===== config.mk =====
export PLATFORM = sky130hd
export DESIGN_NAME = intc8_cascade
export DESIGN_NICKNAME = d
export VERILOG_FILES = /design/src/rtl/intc8_pkg.sv /design/src/rtl/intc8_cmd.sv /design/src/rtl/intc8_req.sv /design/src/rtl/intc8_prio.sv /design/src/rtl/intc8_cascade.sv
export SDC_FILE = /design/constraint.sdc
export NUM_CORES = 1
export LEC_CHECK = 0
export BUFFER_PORTS_ARGS = -buffer_cell sky130_fd_sc_hd__buf_2
export CAP_MARGIN = 20
export CORE_MARGIN = 4
export CORE_UTILIZATION = 45
export DETAILED_ROUTE_END_ITERATION = 16
export GPL_TIMING_DRIVEN = 0
export PLACE_DENSITY = 0.65
export SLEW_MARGIN = 20
export SYNTH_ARGS = -nofsm -noshare
export SYNTH_HDL_FRONTEND = slang
export SYNTH_SLANG_ARGS = --single-unit

===== constraint.sdc =====
create_clock -name clk -period 4.5 [get_ports clk]
set_clock_uncertainty 0.1 [all_clocks]
set_input_delay 0.675 -clock clk [delete_from_list [all_inputs] [get_ports clk]]
set_output_delay 0.675 -clock clk [all_outputs]
set_load 0.01 [all_outputs]

===== src/rtl/intc8_pkg.sv =====
package intc8_pkg;
  typedef enum logic [2:0] {
    CFG_IDLE,
    CFG_W2,
    CFG_W3,
    CFG_W4,
    CFG_RUN
  } cfg_state_e;

  typedef struct packed {
    logic level;
    logic single;
    logic aeoi;
    logic sfnm;
    logic buf_en;
    logic buf_master;
  } cfg_t;

  // bit positions the command decoder relies on
  localparam int B_INIT      = 4;
  localparam int B_NEED_W4   = 0;
  localparam int B_SINGLE    = 1;
  localparam int B_LEVEL     = 3;
  localparam int B_OCW3      = 3;
  localparam int B_RR        = 1;
  localparam int B_RIS       = 0;
  localparam int B_AEOI      = 1;
  localparam int B_BUF_MS    = 2;
  localparam int B_BUF_EN    = 3;
  localparam int B_SFNM      = 4;
  localparam logic [2:0] OP_NS_EOI = 3'b001;
endpackage


===== src/rtl/intc8_cmd.sv =====
module intc8_cmd
  import intc8_pkg::*;
#(
  parameter int DATA_W = 8,
  parameter int NUM_IN = 8,
  localparam int ID_W  = $clog2(NUM_IN),
  localparam int BASE_W = DATA_W - ID_W
) (
  input  logic              clk,
  input  logic              rst,
  input  logic              cs_i,
  input  logic              wr_i,
  input  logic              a0_i,
  input  logic [DATA_W-1:0] wdata_i,
  input  logic              ms_strap_i,
  output cfg_t              cfg_o,
  output logic [BASE_W-1:0] base_o,
  output logic [NUM_IN-1:0] casc_mask_o,
  output logic [ID_W-1:0]   slave_id_o,
  output logic [NUM_IN-1:0] imr_o,
  output logic              rd_isr_o,
  output logic              running_o,
  output logic              is_master_o,
  output logic              init_o,
  output logic              eoi_o
);
  cfg_state_e st;
  logic       need_w4;
  logic       wr_even, wr_odd;

  assign wr_even   = cs_i & wr_i & ~a0_i;
  assign wr_odd    = cs_i & wr_i & a0_i;
  assign init_o    = wr_even & wdata_i[B_INIT];
  assign running_o = (st == CFG_RUN);
  assign eoi_o     = wr_even & running_o & ~wdata_i[B_INIT] & ~wdata_i[B_OCW3]
                     & (wdata_i[DATA_W-1:DATA_W-3] == OP_NS_EOI);
  assign is_master_o = cfg_o.buf_en ? cfg_o.buf_master : ms_strap_i;

  always_ff @(posedge clk) begin
    if (rst) begin
      st          <= CFG_IDLE;
      need_w4     <= 1'b0;
      cfg_o       <= '0;
      base_o      <= '0;
      casc_mask_o <= '0;
      slave_id_o  <= '0;
      imr_o       <= '1;
      rd_isr_o    <= 1'b0;
    end else if (init_o) begin
      st           <= CFG_W2;
      need_w4      <= wdata_i[B_NEED_W4];
      cfg_o        <= '0;
      cfg_o.level  <= wdata_i[B_LEVEL];
      cfg_o.single <= wdata_i[B_SINGLE];
      imr_o        <= '0;
      rd_isr_o     <= 1'b0;
    end else if (wr_even && running_o && wdata_i[B_OCW3]) begin
      if (wdata_i[B_RR]) rd_isr_o <= wdata_i[B_RIS];
    end else if (wr_odd) begin
      case (st)
        CFG_W2: begin
          base_o <= wdata_i[DATA_W-1:ID_W];
          if (!cfg_o.single) st <= CFG_W3;
          else               st <= need_w4 ? CFG_W4 : CFG_RUN;
        end
        CFG_W3: begin
          casc_mask_o <= wdata_i[NUM_IN-1:0];
          slave_id_o  <= wdata_i[ID_W-1:0];
          st          <= need_w4 ? CFG_W4 : CFG_RUN;
        end
        CFG_W4: begin
          cfg_o.aeoi       <= wdata_i[B_AEOI];
          cfg_o.buf_en     <= wdata_i[B_BUF_EN];
          cfg_o.buf_master <= wdata_i[B_BUF_MS];
          cfg_o.sfnm       <= wdata_i[B_SFNM];
          st               <= CFG_RUN;
        end
        CFG_RUN: imr_o <= wdata_i[NUM_IN-1:0];
        default: ;
      endcase
    end
  end
endmodule


===== src/rtl/intc8_req.sv =====
module intc8_req #(
  parameter int NUM_IN = 8
) (
  input  logic              clk,
  input  logic              rst,
  input  logic              clr_i,
  input  logic              level_i,
  input  logic [NUM_IN-1:0] irq_i,
  input  logic [NUM_IN-1:0] ack_clr_i,
  output logic [NUM_IN-1:0] irr_o
);
  for (genvar g = 0; g < NUM_IN; g++) begin : g_cell
    logic prev;
    always_ff @(posedge clk) begin
      if (rst) begin
        prev      <= 1'b0;
        irr_o[g]  <= 1'b0;
      end else begin
        prev <= irq_i[g];
        if (clr_i)        irr_o[g] <= 1'b0;
        else if (level_i) irr_o[g] <= irq_i[g];
        else if (ack_clr_i[g]) irr_o[g] <= 1'b0;
        else if (irq_i[g] && !prev) irr_o[g] <= 1'b1;
      end
    end
  end
endmodule


===== src/rtl/intc8_prio.sv =====
module intc8_prio #(
  parameter int NUM_IN = 8,
  localparam int ID_W  = $clog2(NUM_IN)
) (
  input  logic [NUM_IN-1:0] irr_i,
  input  logic [NUM_IN-1:0] imr_i,
  input  logic [NUM_IN-1:0] isr_i,
  input  logic [NUM_IN-1:0] casc_mask_i,
  input  logic              nest_i,
  output logic              hit_o,
  output logic [ID_W-1:0]   win_o
);
  logic [NUM_IN-1:0] pend;
  logic              pv, sv;
  logic [ID_W-1:0]   pidx, sidx;

  always_comb begin
    pend = irr_i & ~imr_i;
    pv = 1'b0; pidx = '0;
    sv = 1'b0; sidx = '0;
    for (int i = NUM_IN - 1; i >= 0; i--) begin
      if (pend[i])  begin pv = 1'b1; pidx = ID_W'(i); end
      if (isr_i[i]) begin sv = 1'b1; sidx = ID_W'(i); end
    end
    hit_o = pv && (!sv || (pidx < sidx) ||
                   (nest_i && (pidx == sidx) && casc_mask_i[pidx]));
    win_o = pidx;
  end
endmodule


===== src/rtl/intc8_cascade.sv =====
module intc8_cascade
  import intc8_pkg::*;
#(
  parameter int DATA_W = 8,
  parameter int NUM_IN = 8,
  localparam int ID_W  = $clog2(NUM_IN),
  localparam int BASE_W = DATA_W - ID_W
) (
  input  logic              clk,
  input  logic              rst,
  input  logic              cs_i,
  input  logic              rd_i,
  input  logic              wr_i,
  input  logic              a0_i,
  input  logic [DATA_W-1:0] wdata_i,
  output logic [DATA_W-1:0] rdata_o,
  input  logic [NUM_IN-1:0] irq_i,
  input  logic              ms_strap_i,
  output logic              int_o,
  input  logic              inta_i,
  output logic [DATA_W-1:0] vec_o,
  output logic              vec_vld_o,
  input  logic [ID_W-1:0]   cas_id_i,
  input  logic              cas_vld_i,
  output logic [ID_W-1:0]   cas_id_o,
  output logic              cas_vld_o
);
  cfg_t              cfg;
  logic [BASE_W-1:0] base;
  logic [NUM_IN-1:0] casc_mask, imr, irr, isr, ack_clr;
  logic [ID_W-1:0]   slave_id, win;
  logic              rd_isr, running, is_master, init_p, eoi_p, hit;
  logic              cascaded, ack_take, to_slave;

  intc8_cmd #(.DATA_W(DATA_W), .NUM_IN(NUM_IN)) cmd_i (
    .clk(clk), .rst(rst), .cs_i(cs_i), .wr_i(wr_i), .a0_i(a0_i),
    .wdata_i(wdata_i), .ms_strap_i(ms_strap_i), .cfg_o(cfg), .base_o(base),
    .casc_mask_o(casc_mask), .slave_id_o(slave_id), .imr_o(imr),
    .rd_isr_o(rd_isr), .running_o(running), .is_master_o(is_master),
    .init_o(init_p), .eoi_o(eoi_p)
  );

  intc8_req #(.NUM_IN(NUM_IN)) req_i (
    .clk(clk), .rst(rst), .clr_i(init_p), .level_i(cfg.level),
    .irq_i(irq_i), .ack_clr_i(ack_clr), .irr_o(irr)
  );

  intc8_prio #(.NUM_IN(NUM_IN)) prio_i (
    .irr_i(irr), .imr_i(imr), .isr_i(isr), .casc_mask_i(casc_mask),
    .nest_i(cfg.sfnm & is_master & ~cfg.single), .hit_o(hit), .win_o(win)
  );

  assign cascaded = running & ~cfg.single;
  assign ack_take = inta_i & running &
                    (~cascaded | is_master | (cas_vld_i & (cas_id_i == slave_id)));
  assign to_slave = cascaded & is_master & hit & casc_mask[win];
  assign cas_vld_o = inta_i & running & to_slave;
  assign cas_id_o  = cas_vld_o ? win : '0;

  always_comb begin
    ack_clr = '0;
    if (ack_take && hit && !cfg.level) ack_clr[win] = 1'b1;
  end

  always_ff @(posedge clk) begin
    if (rst || init_p) begin
      isr <= '0;
    end else begin
      logic [NUM_IN-1:0] nxt;
      nxt = isr;
      if (eoi_p) nxt = nxt & ~(isr & (~isr + 1'b1));
      if (ack_take && hit && !cfg.aeoi) nxt[win] = 1'b1;
      isr <= nxt;
    end
  end

  always_ff @(posedge clk) begin
    if (rst) begin
      int_o     <= 1'b0;
      vec_o     <= '0;
      vec_vld_o <= 1'b0;
      rdata_o   <= '0;
    end else begin
      int_o     <= running & hit;
      vec_vld_o <= ack_take & ~to_slave;
      if (ack_take) vec_o <= {base, hit ? win : {ID_W{1'b1}}};
      if (cs_i && rd_i) rdata_o <= a0_i ? imr : (rd_isr ? isr : irr);
    end
  end
endmodule


Word-level counts from Yosys, hierarchy flattened
Cells that the tools add are included.
{"block": "word_totals", "out_inout_bits": 22, "in_bits": 28, "register_bits": 77}
{"block": "classes", "magnitude_cmp": 3, "reduce_logical": 52, "bitwise_logic": 37, "add_sub_neg": 1, "eq_ne": 8, "mux": 79}
{"cell": "two-way mux 8 bit", "n": 10}
{"cell": "two-way mux 3 bit", "n": 20}
{"cell": "two-way mux 1 bit", "n": 46}
{"cell": "nonzero test 3 bit", "n": 9}
{"cell": "bitwise AND 8 bit", "n": 3}
{"cell": "NOT 8 bit", "n": 3}
{"cell": "bitwise AND 1 bit", "n": 20}
{"cell": "logical AND 1 bit", "n": 18}
{"cell": "AND reduction 3 bit", "n": 4}
{"cell": "zero test 1 bit", "n": 11}
{"cell": "case mux 3 bit (3 select lines)", "n": 1}
{"cell": "adder 8 x 1 -> 8 bit (second input constant)", "n": 1}
{"cell": "NOT 1 bit", "n": 8}
{"cell": "OR 8 bit", "n": 1}
{"cell": "AND reduction 4 bit", "n": 2}
{"cell": "equality test 3 x 1 -> 1 bit (second input constant)", "n": 2}
{"cell": "equality test 3 x 2 -> 1 bit (second input constant)", "n": 2}
{"cell": "equality test 3 bit", "n": 2}
{"cell": "< comparator 3 x 4 -> 1 bit (second input constant)", "n": 1}
{"cell": "nonzero test 2 bit", "n": 2}
{"cell": "nonzero test 4 bit", "n": 1}
{"cell": "binary-select mux 1 bit (select 3 bit)", "n": 1}
{"cell": "demux 1 bit (select 3 bit)", "n": 1}
{"cell": "equality test 3 bit (second input constant)", "n": 1}
{"cell": "other kinds (7)", "n": 10}

Depth between registers and ports, before layout
{"block": "logic_depth", "ltp_word": 20, "depth_mapped": 13, "depth_no_buf": 12}

Modules after synthesis
Synthesis repeated with hierarchy kept, for this count alone.
{"block": "unflattened", "cells_unflattened": 424, "area_unflattened_um2": 3833.7}
{"mod": "intc8_cascade", "cells_each": 171, "seq_area_each_um2": 520.5, "area_per_inst_um2": 1420.1, "instances": 1}
{"mod": "intc8_cmd", "cells_each": 125, "seq_area_each_um2": 640.6, "area_per_inst_um2": 1332.5, "instances": 1}
{"mod": "intc8_req", "cells_each": 65, "seq_area_each_um2": 320.3, "area_per_inst_um2": 620.6, "instances": 1}
{"mod": "intc8_prio", "cells_each": 63, "seq_area_each_um2": 0.0, "area_per_inst_um2": 460.4, "instances": 1}

Worst setup path after synthesis
Ideal clock, no wire load.
{"block": "synth_path", "path_type": "reg2out", "startpoint": "register cmd_i.imr_o[6]", "endpoint": "output port cas_id_o[0]", "t_required_ps": 3725, "arrival_ps": 2088, "setup_slack_ps": 1637, "stages_incl_launch_ff": 11, "cell_sequence": "dfxtp_1 -> nand2b_4 -> a31o_1 -> a22o_1 -> buf_2 -> clkinv_2 -> ha_1 -> a21oi_1 -> o31ai_1 -> o2111ai_1 -> nor2_1"}
{"block": "synth_via", "elab_chain_len": 18, "elab_cells_between_ends": 29, "classes_between": "order compare: 1; eq/ne: 1; mux: 17; bitwise: 5; reduce/logical: 5"}
{"item": "start: declaration", "line_no": "intc8_cmd.sv:20", "rtl": "output logic [NUM_IN-1:0] imr_o,"}
{"item": "start signal: assignment", "line_no": "intc8_cmd.sv:78", "rtl": "CFG_RUN: imr_o <= wdata_i[NUM_IN-1:0];"}
{"item": "NOT 8 bit (*)", "line_no": "intc8_prio.sv:18", "rtl": "pend = irr_i & ~imr_i;"}
{"item": "bitwise AND 8 bit (*)", "line_no": "intc8_prio.sv:18"}
{"item": "two-way mux 3 bit (7 in a row)", "line_no": "intc8_prio.sv:22", "rtl": "if (pend[i]) begin pv = 1'b1; pidx = ID_W'(i); end"}
{"item": "binary-select mux 1 bit (select 3 bit) or equality test 3 bit (tied branches)", "line_no": "intc8_prio.sv:26, intc8_cascade.sv:56"}
{"item": "two-way mux 1 bit (not written as such) or logical AND 1 bit (tied branches)", "line_no": "intc8_prio.sv:26, intc8_cascade.sv:56"}
{"item": "logical AND 1 bit", "line_no": "intc8_prio.sv:26", "rtl": "(nest_i && (pidx == sidx) && casc_mask_i[pidx]));"}
{"item": "logical OR 1 bit", "line_no": "intc8_prio.sv:25", "rtl": "hit_o = pv && (!sv || (pidx < sidx) ||"}
{"item": "logical AND 1 bit", "line_no": "intc8_prio.sv:25"}
{"item": "bitwise AND 1 bit (2 in a row)", "line_no": "intc8_cascade.sv:56", "rtl": "assign to_slave = cascaded & is_master & hit & casc_mask[win];"}
{"item": "bitwise AND 1 bit", "line_no": "intc8_cascade.sv:57", "rtl": "assign cas_vld_o = inta_i & running & to_slave;"}
{"item": "two-way mux 3 bit (*)", "line_no": "intc8_cascade.sv:58", "rtl": "assign cas_id_o = cas_vld_o ? win : '0;"}
{"item": "end: declaration", "line_no": "intc8_cascade.sv:25", "rtl": "output logic [ID_W-1:0] cas_id_o,"}
Mark *: on every way between the ends. The rest lies on a longest branch, timed or not. The select of a mux whose other input is x is not followed.

Worst setup path in the final report
{"block": "layout_path", "startpoint": "register req_i.irr_o[4]", "endpoint": "output port cas_id_o[0]"}
{"block": "layout_via", "elab_chain_len": 15, "elab_cells_between_ends": 24, "classes_between": "order compare: 1; eq/ne: 1; mux: 13; bitwise: 4; reduce/logical: 5"}
{"item": "start: declaration", "line_no": "intc8_req.sv:10", "rtl": "output logic [NUM_IN-1:0] irr_o"}
{"item": "start signal: indexed assignment", "line_no": "intc8_req.sv:21", "rtl": "else if (level_i) irr_o[g] <= irq_i[g];"}
{"item": "bitwise AND 8 bit (*)", "line_no": "intc8_prio.sv:18"}
{"item": "two-way mux 3 bit (5 in a row)", "line_no": "intc8_prio.sv:22"}
{"item": "binary-select mux 1 bit (select 3 bit) or equality test 3 bit (tied branches)", "line_no": "intc8_prio.sv:26, intc8_cascade.sv:56"}
{"item": "two-way mux 1 bit (not written as such) or logical AND 1 bit (tied branches)", "line_no": "intc8_prio.sv:26, intc8_cascade.sv:56"}
{"item": "logical AND 1 bit", "line_no": "intc8_prio.sv:26"}
{"item": "logical OR 1 bit", "line_no": "intc8_prio.sv:25"}
{"item": "logical AND 1 bit", "line_no": "intc8_prio.sv:25"}
{"item": "bitwise AND 1 bit (2 in a row)", "line_no": "intc8_cascade.sv:56"}
{"item": "bitwise AND 1 bit", "line_no": "intc8_cascade.sv:57"}
{"item": "two-way mux 3 bit (*)", "line_no": "intc8_cascade.sv:58"}
Marks and branches as above.

==> run metrics <==
Initial Utilization 46.3%; maximum vdd drop 0.171 mV; Syn-to-layout area delta 17.2%; Main synth FF type dfxtp_1; Seq/Total Area, Yosys 41.6%; Fmax 267 MHz; share of cells above drive strength 1 15.8%; antenna violations before repair 0; Least-Margin Pin Slew 844 ps; Max transition margin 43.5%; startpoint types flop; final net count 520; utilization after layout 54.2%; Power Density 349 nW/µm²; grt ovf 0; min-delay worst type flop to flop; routed wire length per instance 16.2 µm; # rows 32; first-pass GRT wire length 16.2 mm; Max Slew Vio Count 0; most used cell, CP buf_2; most frequent cells in the layout 76 x nor2_1, 74 x dfxtp_1, 49 x buf_2, 35 x mux2i_1, 33 x nand2_1; DR pass1 iterations 5; I/O Buffers 47; Worst-path clk slew 80 ps; Post-CTS Setup Repair Bufs 0; Mapped Avg Cell Area 8.23 µm²; critical path arrival 2970 ps; Post-synth EDFFs 0; CTS Buf Count 9; Final Hold Vio Count 0; LEAKAGE 1.69 nW; Synth Cell Area 3560 µm²; DR vias 3267; DRC viols 0; Non-Filler Instances 597; period utilization 83.2%; Die X 96.9 µm; post-CTS resize count 0; Seq cells post-synth 74; DP HPWL 7.25 mm; vias in the first global route 3297; outcome finished clean; Ys Warns 0; Hold Buf Count CTS 0; Root Buffer clkbuf_8; crit end category primary output; GRT Total Usage 21.1%; max-cap violations 0; CTS tree yes; Max clock buf depth 2; CP max stage delay 510 ps; I/O Pins 50; Yosys cell types 53; post-route minimum period 3740 ps; Total Wirelength 9.69 mm; most common cell after layout, fill and taps aside nor2_1; Crit-path slowest cell o31ai_1; H-tree Lvls 3; cell breakdown of the critical path nor2b_1 -> nor3_1 -> a22o_1 -> buf_2 -> clkinv_2 -> ha_1 -> a21oi_1 -> o31ai_1 -> o2111ai_1 -> nor2_1 -> buf_2; Clock Sinks 74; 1st-iter DRT viols 228; core area 7690 µm²; Post-DRT Antenna Nets 0; Critical Path Fanout Max 7; antenna diode count 0; area leader, netlist dfxtp_1; Syn Nets 462; slack of the critical path 756 ps; worst setup path category flop to primary output; critical path required time 3720 ps; Routability Congestion 0.928; dpl cells 581; unrepaired setup endpoints after global routing no; Fin Setup TNS 0 ps; largest cells by area after synthesis dfxtp_1 42%, mux2i_1 9.8%, nor2_1 8.0%; Post-synth ARST share 0%; Yosys top cell area share 41.6%; pre-CTS WS 1130 ps; die height 96.9 µm; setup violators final 0; die footprint 9390 µm²; pin count of the biggest net entering global routing 15; Vias/cell 5.47; Clk Latency, worst-skew pair 350 ps; Mapped Cells 432
## final cells by class
type	count	area (µm²)
Tap cell	102	128
Timing Repair Buffer	47	235
Inverter	23	87.6
Sequential cell	74	1480
Multi-Input combinational cell	314	1910
Clock buffer	9	124
Fill cell	767	3520
Clock inverter	7	124
Buffer	21	81.3
## critical path: cells and delay by family, from the launching register on
kind / cells / cell delay (ps)
AO/OA/AOI/OAI: 4 / 1090
adder cells (fa/ha/maj): 1 / 180
buffers and inverters: 3 / 450
flip-flops: 1 / 370
AND/OR/NAND/NOR: 3 / 530
## kinds of logic after synthesis
| group | count (synthesis) | synth area share, % |
|---|---|---|
| buffers and inverters | 44 | 4.75 |
| AND/OR/NAND/NOR | 168 | 22.9 |
| flip-flops | 74 | 41.6 |
| XOR/XNOR | 4 | 0.985 |
| multiplexers | 36 | 10.2 |
| adder cells (fa/ha/maj) | 2 | 0.703 |
| AO/OA/AOI/OAI | 104 | 18.8 |
## report_power, final
part | leakage (nW) | switching, W | internal (W) | total, W
registers | 0.603 | 0.0000128 | 0.000672 | 0.000685
clock network | 0.121 | 0.000270 | 0.000374 | 0.000644
logic | 0.965 | 0.0000782 | 0.0000465 | 0.000125
## synth_stat cells (4+ instances only)
cell type	count
xnor2_1	4
nand3_1	8
nor2b_1	14
o21ai_0	26
nor3_1	8
nand2b_1	4
clkbuf_1	18
nand2_1	33
o31ai_1	6
inv_1	22
a21oi_1	32
o21bai_1	7
o211ai_1	5
a31oi_1	6
a211oi_1	5
and2_1	5
mux2i_1	35
dfxtp_1	74
nor2_1	76
## metrics by stage
stage	hold WS (ps)	power, W	instance area [µm²]
floorplan	350	0.000774	3560
global placement	363	0.000821	3920
detailed placement	370	0.000823	3920
CTS	381	0.00146	4170
global route	397	0.00150	4170
finish	378	0.00145	4170
## state kept, by name, indices dropped and copies added (netlist names)
signal and cells:
cmd_i.cfg_o 6, isr 8, req_i.g_cell.prev 8, rdata_o 8, cmd_i.imr_o 8, vec_vld_o 1, cmd_i.base_o 5, req_i.irr_o 8
cmd_i.st 3, cmd_i.rd_isr_o 1, cmd_i.casc_mask_o 6, int_o 1, cmd_i.need_w4 1, vec_o 8, cmd_i.slave_id_o 2
## per-layer routing
metal | routed length, µm | GRT usage (%) | part of all wire [%] | up-vias
li1 | - | - | - | 1622
met1 | 4580 | 29.3 | 47 | 1536
met2 | 4430 | 32.5 | 46 | 99
met3 | 532 | 3.24 | 5.5 | 10
met4 | 158 | 8.64 | 1.6 | 0
met5 | 0 | 0 | 0 | -
## final timing paths
| kind | to | cells past startpoint | from | slack [ps] |
|---|---|---|---|---|
| min | cmd_i.cfg_o[0]$_SDFFE_PP0P_ | 2 | cmd_i.cfg_o[0]$_SDFFE_PP0P_ | 380 |
| max reg2reg | isr[6]$_SDFF_PP0_ | 10 | req_i.irr_o[4]$_SDFFE_PP0P_ | 1500 |
| min reg2reg | cmd_i.cfg_o[0]$_SDFFE_PP0P_ | 2 | cmd_i.cfg_o[0]$_SDFFE_PP0P_ | 380 |
| max | cas_id_o[0] | 11 | req_i.irr_o[4]$_SDFFE_PP0P_ | 760 |
Power figures use the tool's default switching activity.
